<file path="src/rtl/br_pkg.sv">
package br_pkg;
   typedef enum logic [1:0] {
      SRC_HL   = 2'b00,
      SRC_TMP  = 2'b01,
      SRC_STK  = 2'b10,
      SRC_NONE = 2'b11
   } src_sel_e;
endpackage

</file>
<file path="src/rtl/br_ret_stack.sv">
module br_ret_stack #(
   parameter int AW    = 13,
   parameter int DEPTH = 8,
   parameter int PW    = 3
) (
   input  logic          clk,
   input  logic          rst,
   input  logic          push,
   input  logic          pop,
   input  logic [AW-1:0] wdata,
   output logic [AW-1:0] top,
   output logic [PW-1:0] ptr
);
   localparam bit POW2 = ((1 << PW) == DEPTH);

   logic [AW-1:0] mem [DEPTH];
   logic [PW-1:0] ptr_q, ptr_up, ptr_dn;

   generate
      if (POW2) begin : g_wrap_free
         assign ptr_up = ptr_q + PW'(1);
         assign ptr_dn = ptr_q - PW'(1);
      end else begin : g_wrap_cmp
         assign ptr_up = (ptr_q == PW'(DEPTH - 1)) ? '0 : ptr_q + PW'(1);
         assign ptr_dn = (ptr_q == '0) ? PW'(DEPTH - 1) : ptr_q - PW'(1);
      end
   endgenerate

   always_ff @(posedge clk) begin
      if (rst) ptr_q <= '0;
      else if (push) ptr_q <= ptr_up;
      else if (pop) ptr_q <= ptr_dn;
   end

   always_ff @(posedge clk) begin
      if (!rst && push) mem[ptr_q] <= wdata;
   end

   assign top = mem[ptr_dn];
   assign ptr = ptr_q;
endmodule

</file>
<file path="src/rtl/br_tmp_addr.sv">
module br_tmp_addr #(
   parameter int AW = 13,
   parameter int BW = 8
) (
   input  logic          clk,
   input  logic [BW-1:0] byte_in,
   input  logic          lo_we,
   input  logic          hi_we,
   output logic [AW-1:0] value
);
   localparam int HW = AW - BW;

   logic [BW-1:0] lo_q;
   logic [HW-1:0] hi_q;

   always_ff @(posedge clk) begin
      if (lo_we) lo_q <= byte_in;
      if (hi_we) hi_q <= byte_in[HW-1:0];
   end

   assign value = {hi_q, lo_q};
endmodule

</file>
<file path="src/rtl/br_src_mux.sv">
module br_src_mux
   import br_pkg::*;
#(
   parameter int AW    = 13,
   parameter int STYLE = 0
) (
   input  src_sel_e      sel,
   input  logic [AW-1:0] hl,
   input  logic [AW-1:0] tmp,
   input  logic [AW-1:0] stk,
   output logic [AW-1:0] nxt,
   output logic          take
);
   assign take = (sel != SRC_NONE);

   generate
      if (STYLE == 0) begin : g_case
         always_comb begin
            case (sel)
               SRC_HL:  nxt = hl;
               SRC_TMP: nxt = tmp;
               SRC_STK: nxt = stk;
               default: nxt = '0;
            endcase
         end
      end else begin : g_andor
         logic s_hl, s_tmp, s_stk;
         assign s_hl  = (sel == SRC_HL);
         assign s_tmp = (sel == SRC_TMP);
         assign s_stk = (sel == SRC_STK);
         assign nxt = ({AW{s_hl}} & hl) | ({AW{s_tmp}} & tmp) | ({AW{s_stk}} & stk);
      end
   endgenerate
endmodule

</file>
<file path="src/rtl/branch_addr_unit.sv">
module branch_addr_unit
   import br_pkg::*;
#(
   parameter int ADDR_W    = 13,
   parameter int BYTE_W    = 8,
   parameter int DEPTH     = 8,
   parameter int SEL_STYLE = 0
) (
   input  logic                     clk,
   input  logic                     rst,
   input  logic [BYTE_W-1:0]        hl_h,
   input  logic [BYTE_W-1:0]        hl_l,
   input  logic [BYTE_W-1:0]        inl_byte,
   input  logic                     inl_lo_we,
   input  logic                     inl_hi_we,
   input  logic [ADDR_W-1:0]        pc_in,
   input  logic                     push_req,
   input  logic                     pop_req,
   input  logic [1:0]               src_sel,
   input  logic                     load_en,
   output logic [ADDR_W-1:0]        addr_out,
   output logic [$clog2(DEPTH)-1:0] stk_ptr
);
   localparam int HI_W = ADDR_W - BYTE_W;
   localparam int PW   = $clog2(DEPTH);

   generate
      if (DEPTH < 2) begin : g_bad_depth
         $error("branch_addr_unit: DEPTH must be at least 2");
      end
      if (HI_W < 1 || HI_W > BYTE_W) begin : g_bad_width
         $error("branch_addr_unit: ADDR_W must lie between BYTE_W+1 and 2*BYTE_W");
      end
      if (SEL_STYLE != 0 && SEL_STYLE != 1) begin : g_bad_style
         $error("branch_addr_unit: SEL_STYLE must be 0 or 1");
      end
   endgenerate

   logic [ADDR_W-1:0] hl_addr, tmp_addr, stk_top, nxt_addr;
   logic              take;

   assign hl_addr = {hl_h[HI_W-1:0], hl_l};

   br_tmp_addr #(.AW(ADDR_W), .BW(BYTE_W)) u_tmp (
      .clk     (clk),
      .byte_in (inl_byte),
      .lo_we   (inl_lo_we),
      .hi_we   (inl_hi_we),
      .value   (tmp_addr)
   );

   br_ret_stack #(.AW(ADDR_W), .DEPTH(DEPTH), .PW(PW)) u_stk (
      .clk   (clk),
      .rst   (rst),
      .push  (push_req),
      .pop   (pop_req),
      .wdata (pc_in),
      .top   (stk_top),
      .ptr   (stk_ptr)
   );

   br_src_mux #(.AW(ADDR_W), .STYLE(SEL_STYLE)) u_mux (
      .sel  (src_sel_e'(src_sel)),
      .hl   (hl_addr),
      .tmp  (tmp_addr),
      .stk  (stk_top),
      .nxt  (nxt_addr),
      .take (take)
   );

   always_ff @(posedge clk) begin
      if (rst) addr_out <= '0;
      else if (load_en && take) addr_out <= nxt_addr;
   end
endmodule

</file>
<file path="config.mk">
export PLATFORM = sky130hd
export DESIGN_NAME = branch_addr_unit
export DESIGN_NICKNAME = d
export VERILOG_FILES = /design/src/rtl/br_pkg.sv /design/src/rtl/br_ret_stack.sv /design/src/rtl/br_tmp_addr.sv /design/src/rtl/br_src_mux.sv /design/src/rtl/branch_addr_unit.sv
export SDC_FILE = /design/constraint.sdc
export NUM_CORES = 1
export LEC_CHECK = 0
export ABC_AREA = 1
export BUFFER_PORTS_ARGS = -buffer_cell sky130_fd_sc_hd__buf_4
export CORE_ASPECT_RATIO = 0.6
export CORE_MARGIN = 2
export CORE_UTILIZATION = 45
export CTS_CLUSTER_DIAMETER = 30
export CTS_CLUSTER_SIZE = 30
export DETAILED_ROUTE_END_ITERATION = 6
export GPL_TIMING_DRIVEN = 0
export PLACE_DENSITY = 0.7
export RECOVER_POWER = 100
export SYNTH_ARGS = -nofsm -noshare
export SYNTH_HDL_FRONTEND = slang
export SYNTH_HIERARCHICAL = 1
export SYNTH_SLANG_ARGS = --single-unit
</file>
<file path="constraint.sdc">
create_clock -name clk -period 3.2 [get_ports clk]
set_clock_uncertainty 0.2 [all_clocks]
set_input_delay 0.48 -clock clk [delete_from_list [all_inputs] [get_ports clk]]
set_output_delay 0.48 -clock clk [all_outputs]
set_load 0.01 [all_outputs]
</file>
; ---- After elaboration in Yosys (flattened, before gate mapping)
; Memories as Yosys holds them, arrays and structs flattened.
; Index checks and enable logic that the tools add are counted.
[classes]
addsub = 2
eq_ne = 3
mux = 5
reduce_logical = 5
[ops]
columns = cell, count
row1 = $pmux W13 S3, 1
row2 = $mux W3, 2
row3 = $add A3 B1 Y3 const B, 1
row4 = $sub A3 B1 Y3 const B, 1
row5 = $eq A2 B1 Y1 const B, 1
row6 = $eq A2 B2 Y1 const B, 1
row7 = $logic_and A1 B1 Y1, 2
row8 = $logic_not A2 Y1, 1
row9 = $mux W1, 2
row10 = $ne A2 B2 Y1 const B, 1
row11 = $reduce_bool A2 Y1, 1
row12 = $logic_not A1 Y1, 1
[totals]
ff_bits = 29
ram_bits = 104
input_bits = 46
output_inout_bits = 16
elab_cells = 20
mem_count = 1
[memory_table]
columns = name, depth, width, read_ports, rd_ports_with_merged_regs, write_ports, line
row1 = u_stk.mem, 8, 13, 1, 0, 1, br_ret_stack.sv:16  ; logic [AW-1:0] mem [DEPTH];

; ---- Logic depth before layout (Yosys ltp)
; Gate-level depths: netlist (run 1).
[depth]
word_depth = 4
depth_mapped = 16
mapped_depth_nobuf = 11

; ---- Modules after synthesis
; The synthesis (run 1) kept the hierarchy.
[by_module_without_submodules]
columns = module, n_inst, cells_per_inst, area_each_um2, seq_area_each_um2
row1 = br_ret_stack, 1, 491, 4793.3, 3183.1
row2 = branch_addr_unit, 1, 83, 538.0, 260.2
row3 = br_tmp_addr, 1, 13, 390.4, 390.4
row4 = br_src_mux, 1, 63, 325.3, 0.0

; ---- Worst setup path before layout (run 1)
; No wires, ideal clock.
[synth_timing]
kind = register -> register
from = register u_stk.ptr_q[0] (netlist: u_stk/ptr[0])
to = register addr_out[6]
setup_ns = 0.064
arrival_time_ns = 2.048
required_ns = 2.936
slack_ns = 0.888
path_stages_with_launch = 17
n_path_buf = 5
period_less_slack_ns = 2.312
cell_sequence = dfxtp_1 > buf_4 > inv_2 > buf_6 > buf_6 > ha_1 > buf_2 > inv_2 > buf_2 > nand3_1 > nand2_1 > nand2_1 > nand2_1 > nand3_1 > nand3_1 > nor2_1 > nor2_1
[synth_via]
elab_chain_len = 3
[synth_rtl]
columns = item, line
row1 = from (decl), br_ret_stack.sv:17  ; logic [PW-1:0] ptr_q, ptr_up, ptr_dn;
row2 = from (signal assigned), br_ret_stack.sv:31  ; else if (push) ptr_q <= ptr_up;
row3 = from (signal assigned), br_ret_stack.sv:32  ; else if (pop) ptr_q <= ptr_dn;
row4 = $sub A3 B1 Y3, br_ret_stack.sv:22  ; assign ptr_dn = ptr_q - PW'(1);
row5 = $mem_v2 Z8 W13, --
row6 = via stk_top[6], branch_addr_unit.sv:39  ; logic [ADDR_W-1:0] hl_addr, tmp_addr, stk_top, nxt_addr;
row7 = $pmux W13 S3, br_src_mux.sv:19  ; case (sel)
row8 = via nxt_addr[6], branch_addr_unit.sv:39
row9 = to (signal assigned), branch_addr_unit.sv:73  ; else if (load_en && take) addr_out <= nxt_addr;
row10 = to (decl), branch_addr_unit.sv:21  ; output logic [ADDR_W-1:0] addr_out,
; The timed path passes the listed nets, and every way through them passes these cells.
; A chain may end at the register's enable or synchronous reset.

; ---- Final worst setup path (run 1)
[layout_timing]
from = register u_stk.ptr_q[0] (netlist: u_stk/ptr[0])
to = register addr_out[8]
; The elaborated chain is that of the path after synthesis.

==> results by group, run 1 <==
Synth
  • Total of flip-flops plus latches after synthesis: between 100 and 150
  • Compound-gate portion of the synthesized area: 0.00290
  • Cell count after synthesis: 650
  • Count of warnings emitted by yosys: 6
  • Main synth FF type: sky130_fd_sc_hd__edfxtp_1
  • Area fraction of the dominant cell type after synthesis: 0.581
  • Mux cell area share after synthesis: 0
  • Part of the Yosys area used for sequential elements: 0.634
  • Cell area after synthesis: 6050 µm²
  • Most frequent cell after synthesis: sky130_fd_sc_hd__nand2_1
  • Synth Area in XOR/XNOR: 0.00269
  • Cell taking the most area after synthesis: sky130_fd_sc_hd__edfxtp_1
  • Dominant combinational cell family by area after synthesis: simple AND/OR/NAND/NOR gates
  • Post-synthesis share of cell area spent on and, or, nand and nor gates: 0.241
  • Post-synth EDFFs: 117
  • Biggest area contributors in the synthesized netlist: sky130_fd_sc_hd__edfxtp_1 58%, sky130_fd_sc_hd__nand2_1 14%, sky130_fd_sc_hd__nand3_1 7.8%
  • Number of nets in the synthesized netlist: 698
  • Commonest cells in the netlist: 220 x sky130_fd_sc_hd__nand2_1, 123 x sky130_fd_sc_hd__inv_1, 117 x sky130_fd_sc_hd__edfxtp_1, 94 x sky130_fd_sc_hd__nand3_1, 38 x sky130_fd_sc_hd__nor2_1
  • Number of distinct library cell variants in the gate-level netlist after synthesis: 16
  • Synth Area in Adders: 0.00414
  • Post-synth ARST share: 0
  • Average instance area after synthesis: roughly 9.3 µm²

Global route
  • Maximum number of pins on one net before global-route repair: 17
  • Number of antenna violations at the first check in global routing: 0
  • Global Route met2 Usage: 0.320
  • GRT Residual Overflow: 0
  • Number of global-route vias before repair: roughly 4300
  • All-layer global routing usage: 0.218
  • Met3 Resource Use GR: 0.0411
  • Met1 usage: 0.328
  • Global-route wire length before repair: 23.0 mm
  • Layer with the highest usage after global routing: met1

Placed design
  • Last weighted congestion value of the routability-driven placer: a little over 0.9
  • Count of buffers from port buffering: between 50 and 60
  • Dpl hpwl: between 10 and 15 mm
  • Instance count after placement with tap cells included: slightly below 900

Worst setup path
  • Worst reg2reg endpoint: addr_out[8]
  • Worst Reg2Reg Path Length in Cells: 16
  • Highest fanout seen on the critical path: 10
  • Category of the most critical setup path: reg2reg
  • Arrival @ worst endpoint: between 3 and 4 ns
  • Worst setup slack for register-to-register paths: around 0.24 ns
  • Origin of the critical flop-to-flop path: u_stk/ptr[0]
  • Required time of the critical path: roughly 3.4 ns
  • Nature of the critical path startpoint: flip-flop
  • Kind of capture point of the worst setup path: flip-flop

Clocking
  • Buffer levels on the longest clock path: 2
  • Number of buffers added to fix hold violations after cts: 0
  • Quantity of gates resized following cts: 0
  • TritonCTS clock tree: done
  • Number of sinks on the clock net: around 130
  • Total CTS buffers: 17
  • CTS root buf: sky130_fd_sc_hd__clkbuf_16
  • Clk pin slew, worst setup/hold paths: about 0.060 ns
  • Worst skew pair latency: slightly above 0.4 ns
  • Number of buffers inserted to repair setup after CTS: 0
  • CTS H-Tree Depth: 4

Outcome
  • Status: finished, violations left
  • Violated checks: max-capacitance violations, max-slew violations

Min path
  • Hold Path Depth: 1
  • Type of the worst min-delay path: in2reg
  • Worst min-delay path startpoint: inl_byte[5]
  • Worst Hold End: u_tmp/lo_q[5]

Final layout
  • Synthesis-to-finish area growth: 18.0%
  • Number of nets in the layout: 773
  • Antenna Cells: 0
  • Layout cells sized above 1: 0.127
  • Finished Core Util: 0.550
  • Final std cells w/o fill: slightly above 900

Routing
  • Vias per inst: slightly above 5
  • Total iterations of the first detailed-routing run: 5
  • Initial DRC Count: ~560
  • Wire length per cell: about 16 µm
  • Wire length after detailed routing: around 15 mm
  • Total via count in the routed design: ~4600
  • Antenna-violating nets left: 0
  • DRC: 0

Power and ir drop
  • Ratio of total power to cell area: 621 nW/µm²
  • Leakage power summed over all cells: approximately 0.0033 µW
  • Maximum VDD drop: approximately 350 µV

STA
  • Maximum achievable frequency: between 300 and 400 MHz
  • Post-route clock period utilization: 0.926
  • Post-Route Setup TNS: 0 ns
  • RSZ-0062 raised after global routing: no
  • Fin Hold WS: about 0.067 ns
  • Worst slew margin: -0.0827
  • Slew Limit Fails: 70
  • Setup-violating endpoint count in the final report: 0
  • Final hold vios: 0
  • Clock period minus final worst setup slack: approximately 3 ns
  • Least-Margin Pin Slew: between 1.5 and 2 ns

Floorplanning
  • Area of the die: around 14000 µm²
  • Number of top-level pins: 62
  • Cell Rows: 32
  • Initial standard-cell utilization of the core: 0.466
  • Die width: 154 µm
  • Die outline height: approximately 94 µm
  • Placeable Area: about 13000 µm²

Run
  • Max Cap Violations: 7
kinds of logic (layout without fill, tap and decap cells):
family,after synthesis,in the layout
fa+ha+maj,2,2
flops,133,133
simple gates,354,354
compound gates,3,3
xor+xnor,1,1
buf+inv,157,245
area by class of cell:
type	instances	area, µm²
fill	1137	5830
sequential	133	3830
multi-input combinational	360	1520
inverter	128	480
clock buffer	17	425
timing repair buffer	56	304
buffer	29	218
tap	170	213
clock inverter	15	146
power breakdown:
part           internal, µW  switching (µW)  leakage (µW)
Clock                  1090             768      0.000275
Sequential             1950            22.8       0.00120
Combinational           199             411       0.00181
registers in the layout (all words and copies together) (netlist names):
register    cells
u_stk/mem     104
u_tmp/lo_q      8
addr_out       13
u_tmp/hi_q      5
u_stk/ptr       3
layout by cell type (no fill, tap or decap), types with 2 or more instances in the layout:
cell type and instances:
sky130_fd_sc_hd__clkinv_2 2, sky130_fd_sc_hd__nor2_1 37, sky130_fd_sc_hd__edfxtp_1 117, sky130_fd_sc_hd__ha_1 2
sky130_fd_sc_hd__clkinv_4 2, sky130_fd_sc_hd__inv_1 124, sky130_fd_sc_hd__dfxtp_1 16, sky130_fd_sc_hd__clkbuf_16 17
sky130_fd_sc_hd__clkbuf_4 8, sky130_fd_sc_hd__a21oi_1 2, sky130_fd_sc_hd__nand2_1 220, sky130_fd_sc_hd__nand3_1 94
sky130_fd_sc_hd__inv_6 5, sky130_fd_sc_hd__buf_4 21, sky130_fd_sc_hd__clkbuf_1 31, sky130_fd_sc_hd__inv_2 4
sky130_fd_sc_hd__clkinvlp_4 3, sky130_fd_sc_hd__clkbuf_2 2, sky130_fd_sc_hd__inv_8 2, sky130_fd_sc_hd__buf_2 13
sky130_fd_sc_hd__buf_6 10
routing by layer:
| layer | vias up | wire length, µm |
|---|---|---|
| met5 | - | 0 |
| met4 | 0 | 169 |
| met3 | 19 | 1600 |
| met2 | 248 | 6350 |
| met1 | 2138 | 6720 |
| li1 | 2189 | - |
critical path, stage by stage (launching register included):
cell and delay (ns):
sky130_fd_sc_hd__dfxtp_1 0.35, sky130_fd_sc_hd__buf_4 0.19, sky130_fd_sc_hd__inv_1 0.08, sky130_fd_sc_hd__buf_6 0.15
sky130_fd_sc_hd__buf_6 0.15, sky130_fd_sc_hd__ha_1 0.29, sky130_fd_sc_hd__buf_2 0.20, sky130_fd_sc_hd__inv_2 0.20
sky130_fd_sc_hd__buf_2 0.34, sky130_fd_sc_hd__nand3_1 0.12, sky130_fd_sc_hd__nand2_1 0.11, sky130_fd_sc_hd__nand2_1 0.06
sky130_fd_sc_hd__nand2_1 0.08, sky130_fd_sc_hd__nand3_1 0.09, sky130_fd_sc_hd__nand3_1 0.11, sky130_fd_sc_hd__nor2_1 0.05
sky130_fd_sc_hd__nor2_1 0.08
worst max-delay path by stage:
stage | start | endpoint | slack [ns]
2_1_floorplan | u_stk/ptr[0] | addr_out[6] | 0.89
3_3_place_gp | u_stk/ptr[0] | addr_out[8] | 0.36
3_5_place_dp | u_stk/ptr[0] | addr_out[8] | 0.32
4_1_cts | u_stk/ptr[0] | addr_out[7] | 0.27
5_1_grt | u_stk/ptr[0] | addr_out[10] | 0.05
6_report | u_stk/ptr[0] | addr_out[8] | 0.24
through the flow:
stage	cell area, µm²	setup WS [ns]	power, µW
after CTS	7270	0.267	4470
after global routing	7140	0.0471	4600
after floorplan	6050	0.888	2380
after detailed placement	6700	0.316	2620
final	7140	0.236	4440
after global placement	6680	0.359	2610
Power figures use the tool's default switching activity.
==> inputs of run 2 (changes only) <==
--- a/config.mk
+++ b/config.mk
@@ -6,15 +6,16 @@
 export NUM_CORES = 1
 export LEC_CHECK = 0
 export ABC_AREA = 1
-export BUFFER_PORTS_ARGS = -buffer_cell sky130_fd_sc_hd__buf_4
+export BUFFER_PORTS_ARGS = -buffer_cell sky130_fd_sc_hd__buf_2
+export CELL_PAD_IN_SITES_DETAIL_PLACEMENT = 0
+export CELL_PAD_IN_SITES_GLOBAL_PLACEMENT = 1
 export CORE_ASPECT_RATIO = 0.6
 export CORE_MARGIN = 2
 export CORE_UTILIZATION = 45
 export CTS_CLUSTER_DIAMETER = 30
-export CTS_CLUSTER_SIZE = 30
 export DETAILED_ROUTE_END_ITERATION = 6
 export GPL_TIMING_DRIVEN = 0
-export PLACE_DENSITY = 0.7
+export PLACE_DENSITY = 0.85
 export RECOVER_POWER = 100
 export SYNTH_ARGS = -nofsm -noshare
 export SYNTH_HDL_FRONTEND = slang
==> results by group, run 2 (synthesis gave the netlist of run 1 again) <==
STA
  • Least setup slack across all paths after layout: 0.177 ns (-0.0590 ns)
  • Slew Limit Fails: 56 (-20%)
  • Post-route clock period utilization: 0.945 (+0.0184)
  • Setup-violating endpoint count in the final report: 0 (unchanged)
  • Maximum achievable frequency: 331 MHz (-2.0%)
  • Least-Margin Pin Slew: 1.60 ns (-0.0135 ns)
  • Final hold vios: 0 (unchanged)
  • Clock period minus final worst setup slack: 3.02 ns (+0.0590 ns)
  • Worst slew margin: -0.0737 (+0.00905)
  • RSZ-0062 raised after global routing: no
  • Post-Route Setup TNS: 0 ns (unchanged)

Routing
  • Wire length after detailed routing: 15.4 mm (+3.9%)
  • Vias per inst: 5.04 (-0.46%)
  • Initial DRC Count: 359 (-36%)
  • Antenna-violating nets left: 0 (unchanged)
  • DRC: 0 (unchanged)
  • Total iterations of the first detailed-routing run: 5 (unchanged)
  • Wire length per cell: 16.9 µm (+3.7%)
  • Total via count in the routed design: 4583 (-0.24%)

Floorplanning
  • Die width: 154 µm (unchanged)
  • Cell Rows: 32 (unchanged)
  • Area of the die: 14400 µm² (unchanged)
  • Die outline height: 93.8 µm (unchanged)
  • Number of top-level pins: 62 (unchanged)
  • Placeable Area: 13000 µm² (unchanged)
  • Initial standard-cell utilization of the core: 0.466 (unchanged)

Worst setup path
  • Kind of capture point of the worst setup path: flip-flop
  • Highest fanout seen on the critical path: 10 (unchanged)
  • Category of the most critical setup path: reg2reg
  • Required time of the critical path: 3.35 ns (about the same)
  • Arrival @ worst endpoint: 3.17 ns (+0.06 ns)
  • Nature of the critical path startpoint: flip-flop

Clocking
  • TritonCTS clock tree: done
  • Number of sinks on the clock net: 133 (unchanged)
  • Buffer levels on the longest clock path: 2 (unchanged)
  • Worst skew pair latency: 0.41 ns (about the same)
  • Number of buffers inserted to repair setup after CTS: 0 (unchanged)
  • Quantity of gates resized following cts: 0 (unchanged)
  • Total CTS buffers: 17 (unchanged)
  • CTS H-Tree Depth: 4 (unchanged)
  • Clk pin slew, worst setup/hold paths: 0.06 ns (about the same)
  • CTS root buf: sky130_fd_sc_hd__clkbuf_16
  • Number of buffers added to fix hold violations after cts: 0 (unchanged)

Global route
  • Number of antenna violations at the first check in global routing: 0 (unchanged)
  • All-layer global routing usage: 0.224 (+0.00530)
  • Number of global-route vias before repair: 4297 (-0.30%)
  • GRT Residual Overflow: 0 (unchanged)
  • Global-route wire length before repair: 23.3 mm (+1.4%)
  • Maximum number of pins on one net before global-route repair: 17 (unchanged)

Final layout
  • Filler Cell Count: 1156 (+1.7%)
  • Area occupied by registers: 3830 µm² (about the same)
  • Most common cell after layout, fill and taps aside: sky130_fd_sc_hd__nand2_1
  • Flip-flop count of the largest register, all copies and words added: 104 (unchanged)
  • Number of nets in the layout: 775 (+0.26%)
  • Layout cells sized above 1: 0.120 (-0.00710)
  • Top reg by flops: u_stk/mem
  • Finished Cell Area: 7100 µm² (-0.56%)
  • Antenna Cells: 0 (unchanged)
  • Synthesis-to-finish area growth: 17.4%
  • Area occupied by multi-input gates: 1520 µm² (-0.17%)
  • Largest registers: u_stk/mem x104, addr_out x13, u_tmp/lo_q x8
  • Commonest cells after routing, fill and taps aside: 220 x sky130_fd_sc_hd__nand2_1, 124 x sky130_fd_sc_hd__inv_1, 117 x sky130_fd_sc_hd__edfxtp_1

Run
  • Max Cap Violations: 4 (-3)

Placed design
  • Worst setup slack after placement: 0.141 ns (-0.175 ns)
  • Count of buffers from port buffering: 56 (unchanged)
  • Area after detailed placement: 6570 µm² (-2.0%)
  • Last weighted congestion value of the routability-driven placer: 0.855 (-7.6%)
  • Dpl hpwl: 10.8 mm (+7.4%)

Outcome
  • Status: finished, violations left
  • Violated checks: max-capacitance violations, max-slew violations

Power and ir drop
  • Leakage power summed over all cells: 0.00326 µW (-0.82%)
  • Maximum VDD drop: 403 µV (+15%)
  • Ratio of total power to cell area: 634 nW/µm² (+2.1%)

Min path
  • Type of the worst min-delay path: in2reg
## run 2: worst max-delay path, stage by stage, from the launching register on
cell	delay [ns]
sky130_fd_sc_hd__dfxtp_2	0.39
sky130_fd_sc_hd__buf_4	0.18
sky130_fd_sc_hd__inv_1	0.07
sky130_fd_sc_hd__buf_6	0.15
sky130_fd_sc_hd__buf_6	0.16
sky130_fd_sc_hd__ha_1	0.31
sky130_fd_sc_hd__clkbuf_4	0.21
sky130_fd_sc_hd__inv_2	0.19
sky130_fd_sc_hd__buf_4	0.26
sky130_fd_sc_hd__nand3_1	0.11
sky130_fd_sc_hd__nand2_1	0.11
sky130_fd_sc_hd__nand2_1	0.06
sky130_fd_sc_hd__nand2_1	0.09
sky130_fd_sc_hd__nand3_1	0.08
sky130_fd_sc_hd__nand3_1	0.19
sky130_fd_sc_hd__nor2_1	0.09
sky130_fd_sc_hd__nor2_1	0.10
## run 2: final timing paths
| check | from | to | slack, ns | depth (start not counted) |
|---|---|---|---|---|
| worst min register to register | addr_out[12] | addr_out[12] | 0.32 | 4 |
| worst max-delay path | u_stk/ptr[0] | addr_out[4] | 0.18 | 16 |
| worst max register to register | u_stk/ptr[0] | addr_out[4] | 0.18 | 16 |
| worst min-delay path | inl_byte[6] | u_tmp/lo_q[6] | 0.04 | 1 |
## run 2: routing by layer
layer / GRT usage / share of wire
met1: 0.329 / 0.46
met4: 0.0711 / 0.014
met2: 0.321 / 0.42
met5: 0 / 0
met3: 0.0609 / 0.11
## run 2: area by class of cell
class                      instances  share of cell area
buffer                            29              0.0317
inverter                         128              0.0677
sequential                       133               0.540
tap                              170              0.0300
multi-input combinational        360               0.213
clock buffer                      18              0.0605
timing repair buffer              58              0.0345
clock inverter                    14              0.0219
## run 2: power by group
group	internal [µW]	leakage (µW)	switching, µW
Combinational	196	0.00179	424
Sequential	1950	0.00120	25.9
Clock	1150	0.000271	758
Total	3300	0.00326	1210
## run 2: stage by stage
stage,util,power [µW],hold WS (ns),instances
6_report,0.547,4500,0.0373,910
2_1_floorplan,-,2380,0.333,650
3_3_place_gp,0.504,2600,0.294,876
5_1_grt,0.547,4670,0.0298,910
4_1_cts,0.551,4520,0.0263,910
3_5_place_dp,0.506,2620,0.307,878
